===== config.mk =====
export PLATFORM = sky130hd
export DESIGN_NAME = midi_rxq
export DESIGN_NICKNAME = d
export VERILOG_FILES = /design/src/rtl/midi_rxq_pkg.sv /design/src/rtl/midi_rxq_ring.sv /design/src/rtl/midi_rxq_win.sv /design/src/rtl/midi_rxq_ctl.sv /design/src/rtl/midi_rxq.sv
export SDC_FILE = /design/constraint.sdc
export NUM_CORES = 1
export LEC_CHECK = 0
export BUFFER_PORTS_ARGS = -buffer_cell sky130_fd_sc_hd__buf_2
export CAP_MARGIN = 20
export CORE_UTILIZATION = 45
export DETAILED_ROUTE_END_ITERATION = 16
export GPL_ROUTABILITY_DRIVEN = 0
export PLACE_DENSITY = 0.72
export SYNTH_ARGS = -nofsm -noshare
export SYNTH_HDL_FRONTEND = slang
export SYNTH_SLANG_ARGS = --single-unit

===== constraint.sdc =====
create_clock -name clk -period 2.2 [get_ports clk]
set_input_delay 0.11 -clock clk [delete_from_list [all_inputs] [get_ports clk]]
set_output_delay 0.11 -clock clk [all_outputs]
set_load 0.05 [all_outputs]

===== src/rtl/midi_rxq_pkg.sv =====
package midi_rxq_pkg;
   localparam int ST_RXRDY = 0;
   localparam int ST_TXRDY = 1;
   localparam int ST_RXINT = 2;
   localparam int ST_TXINT = 3;
   localparam int CTL_RXIE = 7;
   localparam logic [7:0] CTL_MASK = 8'hE3;
   localparam logic [1:0] TX_FIELD_OFF = 2'b01;

   typedef enum logic {
      MODE_TX = 1'b0,
      MODE_RX = 1'b1
   } uart_mode_e;
endpackage


===== src/rtl/midi_rxq_ring.sv =====
module midi_rxq_ring #(
   parameter int DEPTH = 64,
   parameter int DW = 8,
   parameter bit RESET_STORAGE = 1'b1
) (
   input  logic          clk,
   input  logic          rst_n,
   input  logic          clr,
   input  logic          wen,
   input  logic [DW-1:0] wbyte,
   input  logic          ren,
   output logic [DW-1:0] head,
   output logic          ptr_ne
);
   localparam int AW = $clog2(DEPTH);

   logic [AW-1:0] rptr, wptr;
   logic [DW-1:0] mem [DEPTH];

   initial begin
      if (DEPTH < 2 || (DEPTH & (DEPTH - 1)) != 0)
         $error("midi_rxq_ring: DEPTH must be a power of two");
      if (DW < 1)
         $error("midi_rxq_ring: DW must be positive");
   end

   assign head   = mem[rptr];
   assign ptr_ne = (rptr != wptr);

   always_ff @(posedge clk) begin
      if (!rst_n) begin
         rptr <= '0;
         wptr <= '0;
      end else if (clr) begin
         rptr <= '0;
         wptr <= '0;
      end else begin
         if (wen)
            wptr <= wptr + AW'(1);
         if (ren && ptr_ne)
            rptr <= rptr + AW'(1);
      end
   end

   generate
      if (RESET_STORAGE) begin : g_rst_store
         always_ff @(posedge clk) begin
            if (!rst_n) begin
               for (int i = 0; i < DEPTH; i++)
                  mem[i] <= '0;
            end else if (wen && !clr) begin
               mem[wptr] <= wbyte;
            end
         end
      end else begin : g_plain_store
         always_ff @(posedge clk) begin
            if (wen && !clr)
               mem[wptr] <= wbyte;
         end
      end
   endgenerate

   // a pop of an empty-looking queue leaves the head where it was
   a_r3_hold_equal: assert property (@(posedge clk) disable iff (!rst_n)
      (ren && !ptr_ne && !clr && !wen) |=> $stable(head));

   // the write pointer wraps to zero after the last slot
   a_r2_wrap: assert property (@(posedge clk) disable iff (!rst_n)
      (wen && !clr && wptr == AW'(DEPTH - 1)) |=> (wptr == '0));
endmodule


===== src/rtl/midi_rxq_win.sv =====
module midi_rxq_win #(
   parameter int DW = 8,
   parameter int WW = 32
) (
   input  logic          clk,
   input  logic          rst_n,
   input  logic          clr,
   input  logic          take,
   input  logic [DW-1:0] take_byte,
   input  logic          mark,
   input  logic          wr,
   output logic          valid,
   output logic [WW-1:0] rdata
);
   logic [DW-1:0] last;

   initial begin
      if (WW <= DW)
         $error("midi_rxq_win: WW must exceed DW");
   end

   always_ff @(posedge clk) begin
      if (!rst_n) begin
         last  <= '0;
         valid <= 1'b0;
      end else begin
         if (take)
            last <= take_byte;
         if (clr)
            valid <= 1'b0;
         else if (mark)
            valid <= 1'b1;
         else if (wr)
            valid <= 1'b0;
      end
   end

   always_comb begin
      rdata = '0;
      rdata[DW:0] = {valid, last};
   end

   // a window write with no message stored alongside drops the flag
   a_r8_wr_clears: assert property (@(posedge clk) disable iff (!rst_n)
      (wr && !mark) |=> !rdata[DW]);
endmodule


===== src/rtl/midi_rxq_ctl.sv =====
module midi_rxq_ctl
   import midi_rxq_pkg::*;
(
   input  logic       clk,
   input  logic       rst_n,
   input  logic       irq_en,
   input  logic       ctrl_wr,
   input  logic [7:0] ctrl_wdata,
   input  logic       pop,
   input  logic       push,
   input  logic       valid,
   output logic [7:0] ctrl,
   output logic [7:0] status,
   output logic       rx_mode,
   output logic       soft_rst,
   output logic       irq
);
   uart_mode_e mode;
   logic       ist;
   logic       enter_rx, leave_rx, cond, ist_clr;
   logic [7:0] st_nx;

   assign rx_mode  = (mode == MODE_RX);
   assign soft_rst = ctrl_wr && (&ctrl_wdata[1:0]);
   assign enter_rx = ctrl_wr && !soft_rst && ctrl_wdata[CTL_RXIE];
   assign leave_rx = ctrl_wr && !soft_rst && !ctrl_wdata[CTL_RXIE]
                     && (ctrl_wdata[6:5] != TX_FIELD_OFF);
   assign cond     = rx_mode ? (ctrl[CTL_RXIE] && status[ST_RXINT])
                             : ((ctrl[6:5] != TX_FIELD_OFF) && status[ST_TXINT]);
   assign ist_clr  = leave_rx || (pop && !valid);
   assign irq      = ist && cond;

   always_comb begin
      st_nx = status;
      if (rx_mode) begin
         st_nx[ST_TXRDY] = 1'b0;
         st_nx[ST_TXINT] = 1'b0;
      end else begin
         st_nx[ST_TXRDY] = 1'b1;
         st_nx[ST_TXINT] = 1'b1;
         st_nx[ST_RXRDY] = 1'b0;
         st_nx[ST_RXINT] = 1'b0;
      end
      if (pop) begin
         st_nx[ST_RXRDY] = 1'b0;
         st_nx[ST_RXINT] = 1'b0;
      end
      if (push) begin
         st_nx[ST_RXRDY] = 1'b1;
         st_nx[ST_RXINT] = 1'b1;
      end
   end

   always_ff @(posedge clk) begin
      if (!rst_n) begin
         ctrl   <= '0;
         status <= '0;
         mode   <= MODE_TX;
         ist    <= 1'b0;
      end else if (soft_rst) begin
         ctrl   <= ctrl_wdata & CTL_MASK;
         status <= '0;
         mode   <= MODE_TX;
      end else begin
         if (ctrl_wr)
            ctrl <= ctrl_wdata & CTL_MASK;
         if (enter_rx)
            mode <= MODE_RX;
         else if (leave_rx)
            mode <= MODE_TX;
         status <= st_nx;
         ist    <= ist_clr ? 1'b0 : (ist || (irq_en && cond));
      end
   end

   // software reset empties status and returns to transmit mode
   a_r5_soft_reset: assert property (@(posedge clk) disable iff (!rst_n)
      soft_rst |=> (status == 8'h00 && !rx_mode));

   // interrupt status only becomes set after irq_en was high
   a_r10_gate: assert property (@(posedge clk) disable iff (!rst_n)
      $rose(ist) |-> $past(irq_en));

   // unmasked control bits never appear
   a_r4_mask: assert property (@(posedge clk) disable iff (!rst_n)
      ctrl_wr |=> ((ctrl & ~CTL_MASK) == 8'h00));

   // a pop without a simultaneous store clears the receive flags
   a_r3_pop_clears: assert property (@(posedge clk) disable iff (!rst_n)
      (pop && !push && !soft_rst) |=> (!status[ST_RXRDY] && !status[ST_RXINT]));

   // receive interrupt enable in a control write selects receive mode
   a_r6_enter: assert property (@(posedge clk) disable iff (!rst_n)
      enter_rx |=> rx_mode);
endmodule


===== src/rtl/midi_rxq.sv =====
module midi_rxq
   import midi_rxq_pkg::*;
#(
   parameter int DEPTH = 64,
   parameter int DW = 8,
   parameter int WIN_W = 32,
   parameter bit RESET_STORAGE = 1'b1
) (
   input  logic             clk,
   input  logic             rst_n,
   input  logic             irq_en,
   input  logic             ctrl_wr,
   input  logic [7:0]       ctrl_wdata,
   output logic [7:0]       ctrl_q,
   output logic [7:0]       status_q,
   input  logic             data_rd,
   output logic [DW-1:0]    data_q,
   input  logic             win_wr,
   output logic [WIN_W-1:0] win_q,
   input  logic             sm_valid,
   input  logic [DW-1:0]    sm_byte,
   input  logic             sx_busy,
   input  logic             sx_valid,
   input  logic [DW-1:0]    sx_byte,
   output logic             sx_ready,
   output logic             irq
);
   logic          rx_mode, soft_rst, valid;
   logic          sm_ok, sx_ok, pop_fire, wen, ptr_ne;
   logic [DW-1:0] head, wbyte;

   assign sm_ok    = sm_valid && !sx_busy && rx_mode;
   assign sx_ok    = sx_busy && sx_valid && ptr_ne;
   assign wen      = sm_ok || sx_ok;
   assign wbyte    = sx_busy ? sx_byte : sm_byte;
   assign pop_fire = data_rd && rx_mode;
   assign data_q   = rx_mode ? head : '0;
   assign sx_ready = ptr_ne;

   midi_rxq_ring #(
      .DEPTH(DEPTH), .DW(DW), .RESET_STORAGE(RESET_STORAGE)
   ) u_ring (
      .clk(clk), .rst_n(rst_n), .clr(soft_rst), .wen(wen), .wbyte(wbyte),
      .ren(pop_fire), .head(head), .ptr_ne(ptr_ne)
   );

   midi_rxq_win #(
      .DW(DW), .WW(WIN_W)
   ) u_win (
      .clk(clk), .rst_n(rst_n), .clr(soft_rst), .take(pop_fire),
      .take_byte(head), .mark(sm_ok), .wr(win_wr), .valid(valid), .rdata(win_q)
   );

   midi_rxq_ctl u_ctl (
      .clk(clk), .rst_n(rst_n), .irq_en(irq_en), .ctrl_wr(ctrl_wr),
      .ctrl_wdata(ctrl_wdata), .pop(pop_fire), .push(sm_ok), .valid(valid),
      .ctrl(ctrl_q), .status(status_q), .rx_mode(rx_mode),
      .soft_rst(soft_rst), .irq(irq)
   );

   // system-exclusive traffic never raises the receive ready flag
   a_r11_sysex_quiet: assert property (@(posedge clk) disable iff (!rst_n)
      (sx_busy && !ctrl_wr && !data_rd) |=> !$rose(status_q[ST_RXRDY]));

   // outside receive mode a short message leaves receive flags low
   a_r12_tx_ignores: assert property (@(posedge clk) disable iff (!rst_n)
      (!rx_mode && !ctrl_wr && sm_valid) |=> !status_q[ST_RXINT]);
endmodule


* Word level (Yosys, flattened, before mapping)
Memory sizes are Yosys's and may differ from the RTL's. A register that Yosys moved wholly into a read port is not among the register bits.
Index checks and enable logic that the tools add are counted.
** Word-level totals
- Register bits after elaboration :: 30
- Memory bits (writable) :: 512
- Bits of input ports :: 33
- Word-level logic and storage cells :: 70
- Memories kept :: 1
** Operators by class
- Add/sub/neg operators :: 2
- Equal/unequal tests :: 4
- Muxes and demuxes :: 23
- Bitwise gates (word level) :: 1
- Reductions and logical operators :: 30
** Memory list
- u_ring.mem :: depth 64, width 8, read ports 1, clocked after Yosys merged registers in 1, wr ports 64, line midi_rxq_ring.sv:18 : logic [DW-1:0] mem [DEPTH];
** Operator list (number)
- two-way mux 8 bit :: 5
- two-way mux 6 bit :: 3
- logical AND 1 bit :: 17
- two-way mux 1 bit :: 15
- adder 6 x 1 -> 6 bit (second input constant) :: 2
- OR reduction 8 bit :: 1
- != test 6 bit :: 1
- nonzero test 2 bit :: 3
- logical NOT 1 bit :: 4
- != test 2 x 1 -> 1 bit (second input constant) :: 2
- logical OR 1 bit :: 3
- != test 3 x 2 -> 1 bit (second input constant) :: 1
- AND reduction 2 bit :: 1
- OR reduction 2 bit :: 1
- inverter 1 bit :: 1

* Logic depth before layout (Yosys ltp)
Gate-level depths: netlist (run 1).
- Depth in word-level cells :: 10
- Gate-level depth with buffers :: 9

* By module
From an unflattened synthesis (run 1), not the netlist that was laid out.
** Second synthesis, totals
- Cell total of the unflattened synthesis :: 1780
- Area total of the unflattened synthesis :: 25682.1 sq um
** By module, submodules not included
- midi_rxq_ring :: instances 1, cells each 1654, area an instance 24476.0 sq um, seq. area each 15735.1 sq um
- midi_rxq_win :: instances 1, cells each 54, area an instance 525.5 sq um, seq. area each 180.2 sq um
- midi_rxq_ctl :: instances 1, cells each 50, area an instance 479.2 sq um, seq. area each 180.2 sq um
- midi_rxq :: instances 1, cells each 22, area an instance 201.4 sq um, seq. area each 0.0 sq um

* Worst setup path before layout (run 1)
OpenSTA, ideal clock, no wires.
- Path type :: reg-to-output
- From :: reg with a tool-made name
- To :: out data_q[4]
- Data arrival time :: 2.316 ns
- Data required time :: 2.090 ns
- Path slack :: -0.226 ns
- Stages on the path, launching flop included :: 10
- Path through :: dfxtp_1 > clkbuf_1 > or4b_2 > clkbuf_1 > buf_2 > o22ai_1 > nor2_1 > nand4_1 > nand2_1 > nor2_1
** RTL lines
- end, declared :: line midi_rxq.sv:17 : output logic [DW-1:0] data_q,

==> impl_metrics.tcl, run 1 <==
set metrics [dict create \
    status "complete, but fails checks" \
    violations "negative setup slack" \
    finalSetupViolations 60 \
    syn-instance-count 2004 \
    hold_path_depth 3 \
    antennaDiodeCount 0 \
    regArea_um2 16100 \
    layout_commonest_cell "nor2_1" \
    holdWs_ns 0.0255 \
    cts_sinks 548 \
    antenna_found_initial 0 \
    worstSetupPathDepth 11 \
    ys_top_cells_by_area "edfxtp_1, mux2i_1, nor2_1" \
    grt-ovfl-total 0 \
    hold_violations 0 \
    fin_cells 2952 \
    cpMaxStageDelayCell "dfxtp_4" \
    period_needed_ns 2.83 \
    crit_family "buffers and inverters" \
    first_pass_iters 6 \
    wl_per_cell_um 22.0 \
    rsz0062_at_grt "true" \
    finalInstanceArea_um2 30700 \
    cp.buffers_inverters 5 \
    dpl-instance-area_um2 27300 \
    vias 16794 \
    worstPathCellList "buf_4, buf_12, buf_6, mux2i_2, o22ai_2, nor3_2, buf_4, nand4_1, nand2_2, nor2_4, buf_8" \
    cts-root-buf "clkbuf_16" \
    area_growth_pct 25.1 \
    die_height_um 236 \
    dieArea_um2 55500 \
    final_core_util_pct 57.0 \
    nets 2250 \
    cellPowerDensity_nw_per_um2 725 \
    synth_top_area_share_pct 62.6 \
    arrival_ns 2.72 \
    post-place-ws_ns -0.184 \
    clk_latency_ns 0.61 \
    dp_hpwl_mm 40.6 \
    start_util_pct 45.6 \
    drc 0 \
    synth_top_flop_cell "edfxtp_1" \
    grt_pass1_wl_mm 96.0 \
    grt_max_degree 81 \
    clkSlewWorstSetupHoldPaths_ns 0.06 \
    async_flop_share_pct 0 \
    crit_type "flop to output pin" \
    vdd_drop_max_mv 0.682 \
    crit_top_cell "buf_4" \
    synth.distinct_cells 46 \
    fmax_mhz 353 \
    avgSynthCellArea_um2 12.2 \
    worst_pin_slew_ns 0.804 \
    multiInputGateArea_um2 8950 \
    critPathCaptureType "output pin" \
    drive_above_1_share_pct 28.5 \
    drv_cap 0 \
    synth_edf_count 512 \
    first_iter_violations 1903 \
    clk_path_buf_depth 3 \
    fin_skew_ns 0.0151 \
    dieWidth_um 236 \
    grt_pass1_vias 16337 \
    dp_cells 2806 \
    fin_ws_ns -0.634 \
    ant_nets 0 \
    ios 91 \
    required_ns 2.09 \
    layout_common_cells "nor2_1, edfxtp_1, mux2i_1" \
    synth_top_area_cell "edfxtp_1" \
    fin_tns_setup_ns -5.22 \
    rows 85 \
    cp-start-kind "flop" \
    crit_fanout 7 \
    cts_buffers 55 \
    port_buffers 57 \
    grt_use_total_pct 22.7 \
    fp.coreArea_um2 53800 \
    crit_path_max_incr_delay_ns 0.41 \
    min_path_type "input pin to flop" \
    fin_crit_sh_pct 129 \
    p_total_mw 22.3 \
    h-tree-depth 2 \
    synth_seq_cells 548 \
    finalMaxSlewViolations 0 \
    netlist_area_um2 24500 \
    p_leak_nw 10.6 \
    wirelength_mm 64.8 \
    n_fill_cell 4137 \
    slew-limit-headroom_pct 46.4 \
    avgViaCountPerCell 5.69 \
    rr_worst_depth 9 \
    yosysWarnings 0 \
    cts_tree "done" \
    ys_seq_area_share_pct 65.6 \
]
==> synth_stat cells (20+ instances only) <==
master,number
buf_2,33
buf_4,36
dfxtp_1,36
edfxtp_1,512
a22oi_1,64
nand2_2,57
nand2_1,81
nor2_1,579
o22ai_1,48
clkbuf_1,93
nand4_1,20
mux2i_1,270
nand3_1,42
==> state kept, by name, summed over array words and instances, names as in the netlist, named ones only <==
| signal | count |
|---|---|
| u_ring.mem | 512 |
| u_ctl.ctrl | 5 |
| u_ctl.status | 2 |
| u_win.last | 8 |
| u_ring.wptr | 6 |
| u_ring.rptr | 6 |
| u_ctl.ist | 1 |
| u_ctl.rx_mode | 1 |
| u_win.valid | 1 |
==> cell families (layout without fill, tap and decap cells) <==
| logic type | Yosys count | count (layout) | synth area share, % |
|---|---|---|---|
| adder cells (fa/ha/maj) | 2 | 2 | 0.102 |
| XOR/XNOR | 15 | 15 | 0.535 |
| other | 1 | 30 | 0.0153 |
| flip-flops | 548 | 548 | 65.6 |
| buffers and inverters | 175 | 398 | 3.43 |
| multiplexers | 270 | 270 | 11.0 |
| AO/OA/AOI/OAI | 152 | 152 | 4.55 |
| AND/OR/NAND/NOR | 841 | 841 | 14.8 |
==> worst paths after layout <==
kind	from	to	slack, ns
worst min-delay path	sx_byte[7]	u_ring.mem[53][7]	0.03
worst max-delay path	flop	data_q[6]	-0.63
worst min register to register	u_win.last[3]	u_win.last[3]	0.48
worst max register to register	u_ring.rptr[0]	u_ring.mem[54][2]	-0.03
==> repair_timing <==
action | 4_1_cts | 5_1_grt
pin swaps | 22 | 76
endpoints found under the hold margin | 20 | 0
hold buffers | 22 | 0
endpoints found under the setup margin | 26 | 353
gates cloned | 3 | 3
setup buffers | 11 | 12
gates resized for setup | 67 | 198
==> layout make-up <==
cell class	instances	share of cell area, %
clock buffers	84	5.30
clock inverters	14	0.395
inverters	5	0.0734
multi-input cells	1310	29.2
flip-flops and latches	548	52.5
well taps	696	2.84
repair buffers	295	9.71
==> worst min-delay path: stages <==
cell and delay, ns:
buf_2 0.10, mux2i_4 0.15, nor2_1 0.14
==> metal layers <==
metal | vias up | share of wire [%] | track usage [%]
li1 | 7549 | - | -
met1 | 8337 | 38 | 29.3
met2 | 771 | 50 | 39.0
met3 | 137 | 8.0 | 3.05
met4 | 0 | 3.6 | 8.12
met5 | - | 0 | 0
==> power breakdown <==
group          total, mW  switching, mW  internal (mW)
registers           11.8          0.124           11.7
clock network       9.11           3.82           5.29
logic               1.33          0.983          0.346
No activity file was read; power rests on OpenSTA's default activity.
==> inputs of run 2 (changes only) <==
--- a/config.mk
+++ b/config.mk
@@ -8,4 +8,5 @@
 export BUFFER_PORTS_ARGS = -buffer_cell sky130_fd_sc_hd__buf_2
 export CAP_MARGIN = 20
+export CORE_MARGIN = 2
 export CORE_UTILIZATION = 45
 export DETAILED_ROUTE_END_ITERATION = 16
==> constraint.sdc (replaced) <==
create_clock -name clk -period 2.2 [get_ports clk]
set_input_delay 0.11 -clock clk [delete_from_list [all_inputs] [get_ports clk]]
set_output_delay 0.11 -clock clk [all_outputs]
set_load 0.02 [all_outputs]
==> run 2 against run 1 <==
The flow still finishes with violations (negative setup slack). Clock-buffer cell count is 12 lower. Clock power is 7.1% lower. Sequential share of layout area is 0.29 points lower. Sequential cell count stayed put. Via count is 0.38% higher. Sequential power hardly changed. Die area is 1.7% higher. First-iteration DRC count is 1.1% lower. Critical path depth is 1 lower. Maximum frequency is 1.3% lower. Total power is 3.5% lower. Largest cell class unchanged.
==> impl_metrics.tcl, run 2 (synthesis gave the netlist of run 1 again) <==
set metrics [dict create \
    cts_tree "done" \
    clkSlewWorstSetupHoldPaths_ns 0.07 \
    ios 91 \
    drive_above_1_share_pct 28.8 \
    grt_use_total_pct 22.8 \
    hold_violations 0 \
    fp.coreArea_um2 53900 \
    required_ns 2.09 \
    area_growth_pct 25.7 \
    antennaDiodeCount 0 \
    crit_type "flop to output pin" \
    layout_common_cells "nor2_1, edfxtp_1, mux2i_1" \
    layout_commonest_cell "nor2_1" \
    dp_hpwl_mm 41.8 \
    clk_path_buf_depth 3 \
    regMostFlops "u_ring.mem" \
    grt-ovfl-total 0 \
    largest_reg_flops 512 \
    drc 0 \
    ant_nets 0 \
    cp-start-kind "flop" \
    arrival_ns 2.76 \
    port_buffers 57 \
    fin_skew_ns 0.0193 \
    period_needed_ns 2.87 \
    crit_fanout 13 \
    cellPowerDensity_nw_per_um2 696 \
    finalInstanceArea_um2 30900 \
    status "complete, but fails checks" \
    fmax_mhz 348 \
    rows 85 \
    h-tree-depth 2 \
    worst_pin_slew_ns 0.960 \
    drv_cap 0 \
    critPathCaptureType "output pin" \
    avgViaCountPerCell 5.74 \
    start_util_pct 45.5 \
    die_height_um 238 \
    antenna_found_initial 0 \
    finalSetupViolations 29 \
    grt_pass1_wl_mm 97.0 \
    p_leak_nw 10.6 \
    vdd_drop_max_mv 0.683 \
    grt_max_degree 81 \
    rsz0062_at_grt "true" \
    cts_sinks 548 \
    hold_path_depth 4 \
    fin_ws_ns -0.672 \
    min_path_type "input pin to flop" \
    nets 2238 \
    clk_latency_ns 0.58 \
    slew-limit-headroom_pct 36.0 \
    fin_crit_sh_pct 131 \
    first_iter_violations 1883 \
    wirelength_mm 66.2 \
    cts_buffers 51 \
    violations "negative setup slack" \
    top_regs "u_ring.mem x512, u_win.last x8" \
    dieWidth_um 238 \
    vias 16857 \
    first_pass_iters 6 \
    finalMaxSlewViolations 0 \
    n_fill_cell 4052 \
    cts-root-buf "clkbuf_16" \
    rr_worst_depth 12 \
    grt_pass1_vias 16501 \
    dieArea_um2 56400 \
    final_core_util_pct 57.2 \
    dpl-instance-area_um2 27400 \
    wl_per_cell_um 22.5 \
    p_total_mw 21.5 \
]
## run 2: final timing paths
kind | slack [ns] | from | endpoint
min reg2reg | 0.48 | u_win.last[6] | u_win.last[6]
max | -0.67 | flop | data_q[3]
min | 0.02 | ctrl_wr | u_ctl.ctrl[0]
max reg2reg | -0.21 | flop | u_win.last[4]
## run 2: cell type report
class	count	area, um2	area share, %
Clock buffer	72	1430	4.62
Clock inverter	19	143	0.462
Multi-Input combinational cell	1310	9170	29.7
Tap cell	696	871	2.82
Inverter	5	18.8	0.0608
Timing Repair Buffer	287	3120	10.1
Sequential cell	548	16100	52.2
## run 2: what timing repair did
item	CTS	global route
hold endpoints to repair	14	0
hold buffers	12	0
buffers inserted	19	12
gates resized for setup	56	246
cloned	5	7
endpoints found under the setup margin	22	263
pin swaps	8	77
## run 2: critical path: stages, from the launching register on
cell and delay (ns):
dfxtp_4 0.45, buf_6 0.15, buf_12 0.16, buf_12 0.17, mux2i_1 0.24, a22oi_1 0.11, nand3_1 0.18, nand4_1 0.27
nand2_2 0.21, nor2_1 0.05, buf_2 0.16
## run 2: stage by stage
step	std cells	hold WS [ns]	worst slack (ns)	TNS (ns)
after detailed placement	2794	0.386	-0.132	-0.856
after global placement	2794	0.379	-0.109	-0.646
after global routing	2937	0.0241	-0.687	-16.06
after floorplan	2033	0.273	-0.00698	-0.241
final	2937	0.0208	-0.672	-5.12
after CTS	2921	0.0115	-0.615	-4.79
## run 2: power breakdown
part	switching, mW	internal, mW	total, mW
clock network	3.73	4.73	8.46
registers	0.117	11.7	11.8
logic	0.888	0.335	1.22
## run 2: metal layers
layer,part of all wire (%),global-route usage (%),vias to the layer above
met2,50,38.2,844
met1,37,28.6,8326
li1,-,-,7521
met5,0,0,-
met3,8.8,4.42,166
met4,4.6,10.4,0
